**config.mk**
```make
export PLATFORM = sky130hd
export DESIGN_NAME = lcd_serial_rx
export DESIGN_NICKNAME = d
export VERILOG_FILES = /design/src/rtl/lcd_srx_pkg.sv /design/src/rtl/lcd_srx_sync.sv /design/src/rtl/lcd_srx_shifter.sv /design/src/rtl/lcd_srx_seq.sv /design/src/rtl/lcd_serial_rx.sv
export SDC_FILE = /design/constraint.sdc
export NUM_CORES = 1
export LEC_CHECK = 0
export ABC_CLOCK_PERIOD_IN_PS = 2300
export BUFFER_PORTS_ARGS = -buffer_cell sky130_fd_sc_hd__buf_2
export CAP_MARGIN = 20
export CELL_PAD_IN_SITES_DETAIL_PLACEMENT = 1
export CELL_PAD_IN_SITES_GLOBAL_PLACEMENT = 1
export CORE_ASPECT_RATIO = 0.7
export CORE_MARGIN = 4
export CORE_UTILIZATION = 44
export DETAILED_ROUTE_END_ITERATION = 8
export PLACE_DENSITY = 0.87
export SLEW_MARGIN = 5
export SYNTH_ARGS = -nofsm -noshare
export SYNTH_HDL_FRONTEND = slang
export SYNTH_HIERARCHICAL = 1
export SYNTH_SLANG_ARGS = --single-unit
export TNS_END_PERCENT = 100
```
**constraint.sdc**
```tcl
create_clock -name clk -period 2.3 [get_ports clk]
set_input_delay 0.575 -clock clk [delete_from_list [all_inputs] [get_ports clk]]
set_output_delay 0.575 -clock clk [all_outputs]
set_load 0.005 [all_outputs]
```
**src/rtl/lcd_srx_pkg.sv**
```systemverilog
package lcd_srx_pkg;

  typedef enum logic [1:0] {
    SEQ_IDLE   = 2'd0,
    SEQ_LEN_LO = 2'd1,
    SEQ_LEN_HI = 2'd2,
    SEQ_RUN    = 2'd3
  } seq_state_t;

  // Index of the last data byte in a run, counting down to zero:
  // a run holds 2*(len+1) bytes, so the last index is 2*len+1.
  function automatic logic [16:0] run_last_index(input logic [15:0] len);
    return {len, 1'b1};
  endfunction

  // Shift one serial bit into the low end of a partial byte.
  function automatic logic [7:0] shift_in(input logic [7:0] acc, input logic bit_in);
    return {acc[6:0], bit_in};
  endfunction

endpackage

```
**src/rtl/lcd_srx_sync.sv**
```systemverilog
module lcd_srx_sync #(
  parameter int W      = 5,
  parameter int STAGES = 2
) (
  input  logic         clk,
  input  logic         rst_n,
  input  logic [W-1:0] d_async,
  output logic [W-1:0] d_sync
);
  logic [W-1:0] pipe [STAGES];

  genvar s;
  generate
    for (s = 0; s < STAGES; s++) begin : g_stage
      if (s == 0) begin : g_first
        always_ff @(posedge clk or negedge rst_n) begin
          if (!rst_n) pipe[0] <= '0;
          else        pipe[0] <= d_async;
        end
      end else begin : g_rest
        always_ff @(posedge clk or negedge rst_n) begin
          if (!rst_n) pipe[s] <= '0;
          else        pipe[s] <= pipe[s-1];
        end
      end
    end
  endgenerate

  assign d_sync = pipe[STAGES-1];
endmodule

```
**src/rtl/lcd_srx_shifter.sv**
```systemverilog
module lcd_srx_shifter #(
  parameter int DATA_W = 8,
  localparam int BIT_W = $clog2(DATA_W)
) (
  input  logic              clk,
  input  logic              rst_n,
  input  logic              sel_active,
  input  logic              sclk_rise,
  input  logic              sd,
  input  logic              dc,
  output logic              byte_done,
  output logic [DATA_W-1:0] byte_val,
  output logic              byte_dc,
  output logic [BIT_W-1:0]  bit_cnt
);
  import lcd_srx_pkg::*;

  logic [DATA_W-1:0] acc;
  logic              last_bit;

  assign last_bit  = (bit_cnt == BIT_W'(DATA_W - 1));
  assign byte_done = sel_active && sclk_rise && last_bit;
  assign byte_val  = shift_in(acc, sd);
  assign byte_dc   = dc;

  always_ff @(posedge clk or negedge rst_n) begin
    if (!rst_n) begin
      acc     <= '0;
      bit_cnt <= '0;
    end else if (!sel_active) begin
      acc     <= '0;
      bit_cnt <= '0;
    end else if (sclk_rise) begin
      acc     <= shift_in(acc, sd);
      bit_cnt <= last_bit ? '0 : bit_cnt + 1'b1;
    end
  end
endmodule

```
**src/rtl/lcd_srx_seq.sv**
```systemverilog
module lcd_srx_seq #(
  parameter int          DATA_W   = 8,
  parameter logic [7:0]  CMD_CODE = 8'hFC,
  localparam int         LEN_W    = 2 * DATA_W,
  localparam int         CNT_W    = LEN_W + 1
) (
  input  logic                    clk,
  input  logic                    rst_n,
  input  logic                    wire4_mode,
  input  logic                    byte_done,
  input  logic [DATA_W-1:0]       byte_val,
  output lcd_srx_pkg::seq_state_t state,
  output logic [CNT_W-1:0]        run_left,
  output logic                    in_run
);
  import lcd_srx_pkg::*;

  logic [DATA_W-1:0] len_lo;

  assign in_run = (state == SEQ_RUN);

  always_ff @(posedge clk or negedge rst_n) begin
    if (!rst_n) begin
      state    <= SEQ_IDLE;
      run_left <= '0;
      len_lo   <= '0;
    end else if (byte_done && !wire4_mode) begin
      unique case (state)
        SEQ_IDLE: begin
          if (byte_val == CMD_CODE) state <= SEQ_LEN_LO;
        end
        SEQ_LEN_LO: begin
          len_lo <= byte_val;
          state  <= SEQ_LEN_HI;
        end
        SEQ_LEN_HI: begin
          run_left <= run_last_index({byte_val, len_lo});
          state    <= SEQ_RUN;
        end
        SEQ_RUN: begin
          if (run_left == '0) state <= SEQ_IDLE;
          else                run_left <= run_left - 1'b1;
        end
        default: state <= SEQ_IDLE;
      endcase
    end
  end
endmodule

```
**src/rtl/lcd_serial_rx.sv**
```systemverilog
module lcd_serial_rx #(
  parameter int         DATA_W      = 8,
  parameter int         SYNC_STAGES = 2,
  parameter logic [7:0] CMD_CODE    = 8'hFC
) (
  input  logic              clk,
  input  logic              rst_n,
  input  logic              cs_lo_n,
  input  logic              cs_hi,
  input  logic              sclk,
  input  logic              sdata,
  input  logic              dc_pin,
  input  logic              wire4_mode,
  output logic              byte_vld,
  output logic [DATA_W-1:0] byte_out,
  output logic              byte_is_data
);
  import lcd_srx_pkg::*;

  localparam int BIT_W = $clog2(DATA_W);
  localparam int CNT_W = 2 * DATA_W + 1;
  localparam int NSYNC = 5;

  logic [NSYNC-1:0] raw_in, synced;
  logic             sclk_s, sclk_d, sd_s, dc_s, cs_lo_n_s, cs_hi_s;

  logic              sel_active;
  logic              sclk_rise;
  logic              byte_done;
  logic [DATA_W-1:0] byte_val;
  logic              byte_dc;
  logic [BIT_W-1:0]  bit_cnt;
  seq_state_t        seq_state;
  logic [CNT_W-1:0]  run_left;
  logic              in_run;

  assign raw_in = {cs_lo_n, cs_hi, sclk, sdata, dc_pin};
  assign {cs_lo_n_s, cs_hi_s, sclk_s, sd_s, dc_s} = synced;

  lcd_srx_sync #(.W(NSYNC), .STAGES(SYNC_STAGES)) u_sync (
    .clk     (clk),
    .rst_n   (rst_n),
    .d_async (raw_in),
    .d_sync  (synced)
  );

  always_ff @(posedge clk or negedge rst_n) begin
    if (!rst_n) sclk_d <= 1'b0;
    else        sclk_d <= sclk_s;
  end

  assign sclk_rise  = sclk_s && !sclk_d;
  assign sel_active = !cs_lo_n_s && cs_hi_s;

  lcd_srx_shifter #(.DATA_W(DATA_W)) u_shift (
    .clk        (clk),
    .rst_n      (rst_n),
    .sel_active (sel_active),
    .sclk_rise  (sclk_rise),
    .sd         (sd_s),
    .dc         (dc_s),
    .byte_done  (byte_done),
    .byte_val   (byte_val),
    .byte_dc    (byte_dc),
    .bit_cnt    (bit_cnt)
  );

  lcd_srx_seq #(.DATA_W(DATA_W), .CMD_CODE(CMD_CODE)) u_seq (
    .clk        (clk),
    .rst_n      (rst_n),
    .wire4_mode (wire4_mode),
    .byte_done  (byte_done),
    .byte_val   (byte_val),
    .state      (seq_state),
    .run_left   (run_left),
    .in_run     (in_run)
  );

  always_ff @(posedge clk or negedge rst_n) begin
    if (!rst_n) begin
      byte_vld     <= 1'b0;
      byte_out     <= '0;
      byte_is_data <= 1'b0;
    end else begin
      byte_vld <= byte_done;
      if (byte_done) begin
        byte_out     <= byte_val;
        byte_is_data <= wire4_mode ? byte_dc : in_run;
      end
    end
  end
endmodule

```
Word-level counts from Yosys, hierarchy flattened
Index checks and enable logic that the tools add are counted.
W data, S select, Z words.

cells by class
  $add $sub $neg = 2
  $mul = 0
  multiplexer cells = 11
  order comparisons = 0
  reduce and logical (&&, ||, !) cells = 14
  div/mod/pow operators = 0
  bitwise operators = 0
  equality and inequality tests = 9
  shifts and indexed selects = 0

operators by type and width
  cell                     number
  $pmux W17 S2             1
  $logic_not A17 Y1        1
  $mux W17                 1
  $sub A17 B1 Y17 const B  1
  $mux W7                  2
  $mux W3                  3
  $eq A8 B8 Y1 const B     1
  $pmux W2 S4              1
  $reduce_and A3 Y1        2
  $logic_and A1 B1 Y1      5
  $eq A2 B2 Y1 const B     2
  $mux W2                  2
  $ne A2 B1 Y1 const B     2
  $ne A2 B2 Y1 const B     2
  $add A3 B1 Y3 const B    1
  $eq A3 B3 Y1 const B     1
  $logic_not A1 Y1         3
  $eq A2 B1 Y1 const B     1
  $logic_not A2 Y1         1
  $reduce_and A2 Y1        1
  $reduce_bool A2 Y1       1
  $mux W1                  1

word-level totals
  logic and storage cells = 47
  ROM bits = 0
  output and inout bits = 10
  register bits = 58
  memories kept = 0
  memory bits (writable) = 0
  latch bits = 0

Depth between registers and ports, before layout
  word-level depth = 6
  gate-level depth with buffers = 10

Hierarchy
Netlist, hierarchy kept.

modules (own cells, without submodules)
  module           area an instance (um^2)  seq. area each (um^2)  instances  cells an instance
  lcd_srx_seq      1720.4                   675.6                  1          185
  lcd_srx_shifter  479.2                    250.2                  1          38
  lcd_serial_rx    437.9                    275.3                  1          25
  lcd_srx_sync     287.8                    250.2                  1          15

Worst setup path after synthesis
Ideal clock, no wire load.

  kind = register -> register
  from = register u_seq.run_left[5]
  to = register u_seq.run_left[0]
  setup time = 0.125 ns
  stages on the path, launching flop included = 7
  period minus slack after synthesis = 2.297 ns
  path slack = 0.003 ns
  arrival = 2.172 ns
  path through = dfrtp_1 -> or4_1 -> buf_6 -> or4_4 -> buf_6 -> o21ai_4 -> mux2_2

between the ends
  cells in the longest elaborated chain, start to end = 3

RTL lines
  what                                RTL line           source
  start: declaration                  lcd_srx_seq.sv:13  output logic [CNT_W-1:0] run_left,
  start signal: assignment            lcd_srx_seq.sv:37  run_left <= run_last_index({byte_val, len_lo});
  start signal: assignment            lcd_srx_seq.sv:42  else run_left <= run_left - 1'b1;
  $logic_not A17 Y1                   lcd_srx_seq.sv:41  if (run_left == '0) state <= SEQ_IDLE;
  $ne A2 B2 Y1 (no source line)       -
  $reduce_and A3 Y1 (no source line)  -

No other way between the ends.
A chain may end at the register's enable or synchronous reset.

Worst setup path in the final report
  from = register u_seq.run_left[0]
  to = register u_seq.state[1]

between the ends
  cells in the longest elaborated chain, start to end = 3

RTL lines
  what                                RTL line           source
  $logic_not A17 Y1                   lcd_srx_seq.sv:41
  $ne A2 B1 Y1 (no source line)       -
  $reduce_and A3 Y1 (no source line)  -
  end signal: assignment              lcd_srx_seq.sv:38  state <= SEQ_RUN;
  end signal: assignment              lcd_srx_seq.sv:41
  end signal: assignment              lcd_srx_seq.sv:44  default: state <= SEQ_IDLE;
  end: declaration                    lcd_srx_seq.sv:12  output lcd_srx_pkg::seq_state_t state,

No other way between the ends.

==> results.cfg <==
[finish]
stdcell_count = 385
nFillCells = 698
final_area_um2 = 3401
antenna_cells = 0
multi_input_area_um2 = 1331
area_growth_pct = 16.25
seq_area_um2 = 1451
drive_above_1_share_pct = 28.23
fin_nets = 305

[routing]
drt-vias-per-instance = 5.865
wire_per_inst_um = 20.97
drtIter0Drc = 170
drcViolationCount = 0
ant_nets = 0
vias = 2258
drt-total-wl_um = 8072
dr.pass1.iters = 4

[placement]
io_buffers = 17
placedCellCount = 369
place_congestion = 0.8890
place_area_um2 = 3144
hpwlAfterDp_um = 5659

[cts]
clkTransAtPathRegs_ns = 0.08
cts_root_buf = clkbuf_8
numCtsBuffers = 9
cts_tree = yes
clk_path_buf_depth = 2
hold_buffers = 0
clkSinkCount = 58
h-tree-depth = 3
insertion_delay_ns = 0.34

[global_routing]
global_route.usage.total_pct = 21.36
grt_pass1_vias = 2424
grt_max_degree = 38
antenna_found_initial = 0
grt_pass1_wl_um = 13270
grt_overflow = 0

[power_and_ir_drop]
power_per_cell_area_nw_per_um2 = 631.3
p_leak_uw = 0.001499
internal_power_uw = 1685
sw_frac_of_total_pct = 21.50
peakVddDrop_v = 0.0003229
clockPowerShare_pct = 49.3
power.total_uw = 2147
netSwitchingPower_uw = 461.5
p_seq_share_pct = 48.2
p_comb_share_pct = 2.4

[yosys]
ys_warn_count = 6
synthAdderAreaFrac_pct = 3.422
synth_top_area_share_pct = 49.62
async_flop_share_pct = 100.0
ys_ff_latch = 58
synthMuxAreaShare_pct = 12.28
synth_top_family_by_area = simple AND/OR/NAND/NOR gates
syn-num-nets = 279
synth_top_cell_by_area = dfrtp_1
synth_common_cells = dfrtp_1, mux2i_1, nor2b_1, nor2_1, o21ai_0
postSynthAreaPerCell_um2 = 11.12
synth_area_um2 = 2925
synth_cell_type_count = 48
synth_xor_area_share_pct = 0
synth_cells = 263
synthTopCellsByArea = dfrtp_1, mux2i_1, mux2_4
synth_ff_type = dfrtp_1
synth.yosys.seq_area_share_pct = 49.62
synth_edf_count = 0
synth-simple-area-share_pct = 14.54
yosysMostFrequentCell = dfrtp_1
synth_compound_area_share_pct = 13.99

[timing]
finClkSkew_ns = 0.01409
rsz0062_at_grt = false
post-route-period-util_pct = 96.83
hold_viol_final = 0
fin_crit_ns = 2.227
relSlewSlack_pct = 60.58
drv_slew = 0
worst_slew_pin_slew_ns = 0.5868
fmax_ghz = 0.4490
final-setup-viol-count = 0
setup-tns-final_ns = 0
holdWs_ns = 0.2034

[setup_path]
critical-path-max-stage-delay_ns = 0.61
critPathLaunchType = register
r2r-start = u_seq/run_left[0]
crit_cells = 6
cp_top_family = simple AND/OR/NAND/NOR gates
crit_required_ns = 2.51
path_buf_inv = 1
critical_path_class = reg -> reg
crit_start = u_seq/run_left[0]
regToRegSetupSlack_ns = 0.07
ff2ff_path_depth = 6
worst-path-max-fanout = 5
regToRegEndpoint = u_seq/state[1]
endpoint_kind = register
crit_slowest_cell = or4b_2
crit_chain = inv_1 -> ha_1 -> or4b_2 -> o41ai_2 -> nand3_1 -> mux2_2
crit_end = u_seq/state[1]
worst_ep_arrival_time_ns = 2.44

[run]
maxCapViolations = 0

[status]
status = completed

[floorplan]
die_area_um2 = 8038
core_region_area_um2 = 6336
die_h_um = 76.22
rows = 24
io_pins = 18
die_width_um = 105.5
start_util_pct = 46.17

[worst_hold_path]
hold_path_class = in -> async
-- cell usage in the layout (no fill, tap or decap), types with 9 or more instances in the layout --
| cell type | instances |
|---|---|
| a21oi_1 | 9 |
| buf_2 | 17 |
| buf_4 | 20 |
| clkbuf_8 | 10 |
| dfrtp_1 | 58 |
| mux2i_1 | 16 |
| nand2_1 | 11 |
| nor2_1 | 13 |
| nor2b_1 | 14 |
| o21ai_0 | 12 |
-- how the worst min path moves through the flow --
| stage | from | endpoint | depth (start not counted) |
|---|---|---|---|
| 6_report | rst_n | u_shift/acc[4] | 1 |
| 5_1_grt | rst_n | byte_out[5] | 1 |
| 4_1_cts | rst_n | u_shift/acc[4] | 1 |
| 3_5_place_dp | u_sync/pipe[5] | u_sync/d_sync[0] | 0 |
| 3_3_place_gp | u_sync/pipe[5] | u_sync/d_sync[0] | 0 |
| 2_1_floorplan | rst_n | byte_is_data | 0 |
-- registers in the layout (all words and copies together), names as in the netlist --
| register | flops |
|---|---|
| sclk_d | 1 |
| u_shift/acc | 7 |
| byte_vld | 1 |
| u_sync/d_sync | 5 |
| u_seq/state | 2 |
| u_sync/pipe | 5 |
| u_seq/len_lo | 8 |
| u_shift/bit_cnt | 3 |
| u_seq/run_left | 17 |
| byte_is_data | 1 |
| byte_out | 8 |
-- kinds of logic (layout without fill, tap and decap cells) --
kind of cell / after synthesis / count (layout)
AOI/OAI and AO/OA: 59 / 59
adders and majority gates: 8 / 8
buffers and inverters: 31 / 62
DFF: 58 / 58
muxes: 31 / 31
and+or+nand+nor: 76 / 76
-- metal layers --
metal	global-route usage, %	routed length (µm)	up-vias	part of all wire (%)
met4	7.864	138	0	1.7
met5	0	0	-	0
li1	-	-	1011	-
met1	29.38	3732	1152	46
met3	5.165	477	12	5.9
met2	32.63	3724	83	46
-- power by group through the flow --
stage	clock [µW]	combinational [µW]	sequential (µW)
after floorplan	0	26.1	1050
after global placement	0	51.4	1050
final	1060	52.6	1040
after global routing	1140	60.1	1040
after CTS	1070	53.2	1040
after detailed placement	0	52.9	1060
-- final cells by class --
cell class                      instances  share of cell area (%)
Clock buffer                           11                   4.157
Inverter                                8                  0.8830
Multi-Input combinational cell        174                   39.15
Clock inverter                          5                   2.281
Sequential cell                        58                   42.68
Timing Repair Buffer                   38                   7.506
Tap cell                               91                   3.348
-- through the flow --
| step | worst slack [ns] | utilization, % |
|---|---|---|
| after detailed placement | -0.08427 | 49.62 |
| final | 0.07282 | 53.67 |
| after CTS | 0.02062 | 53.24 |
| after floorplan | 0.003245 | - |
| after global placement | 0.03858 | 49.62 |
| after global routing | 0.007840 | 53.67 |
-- what timing repair did --
action	4_1_cts	5_1_grt
buffers inserted	0	0
gates resized for setup	2	7
endpoints found under the setup margin	10	17
(Power assumes the default switching activity.)
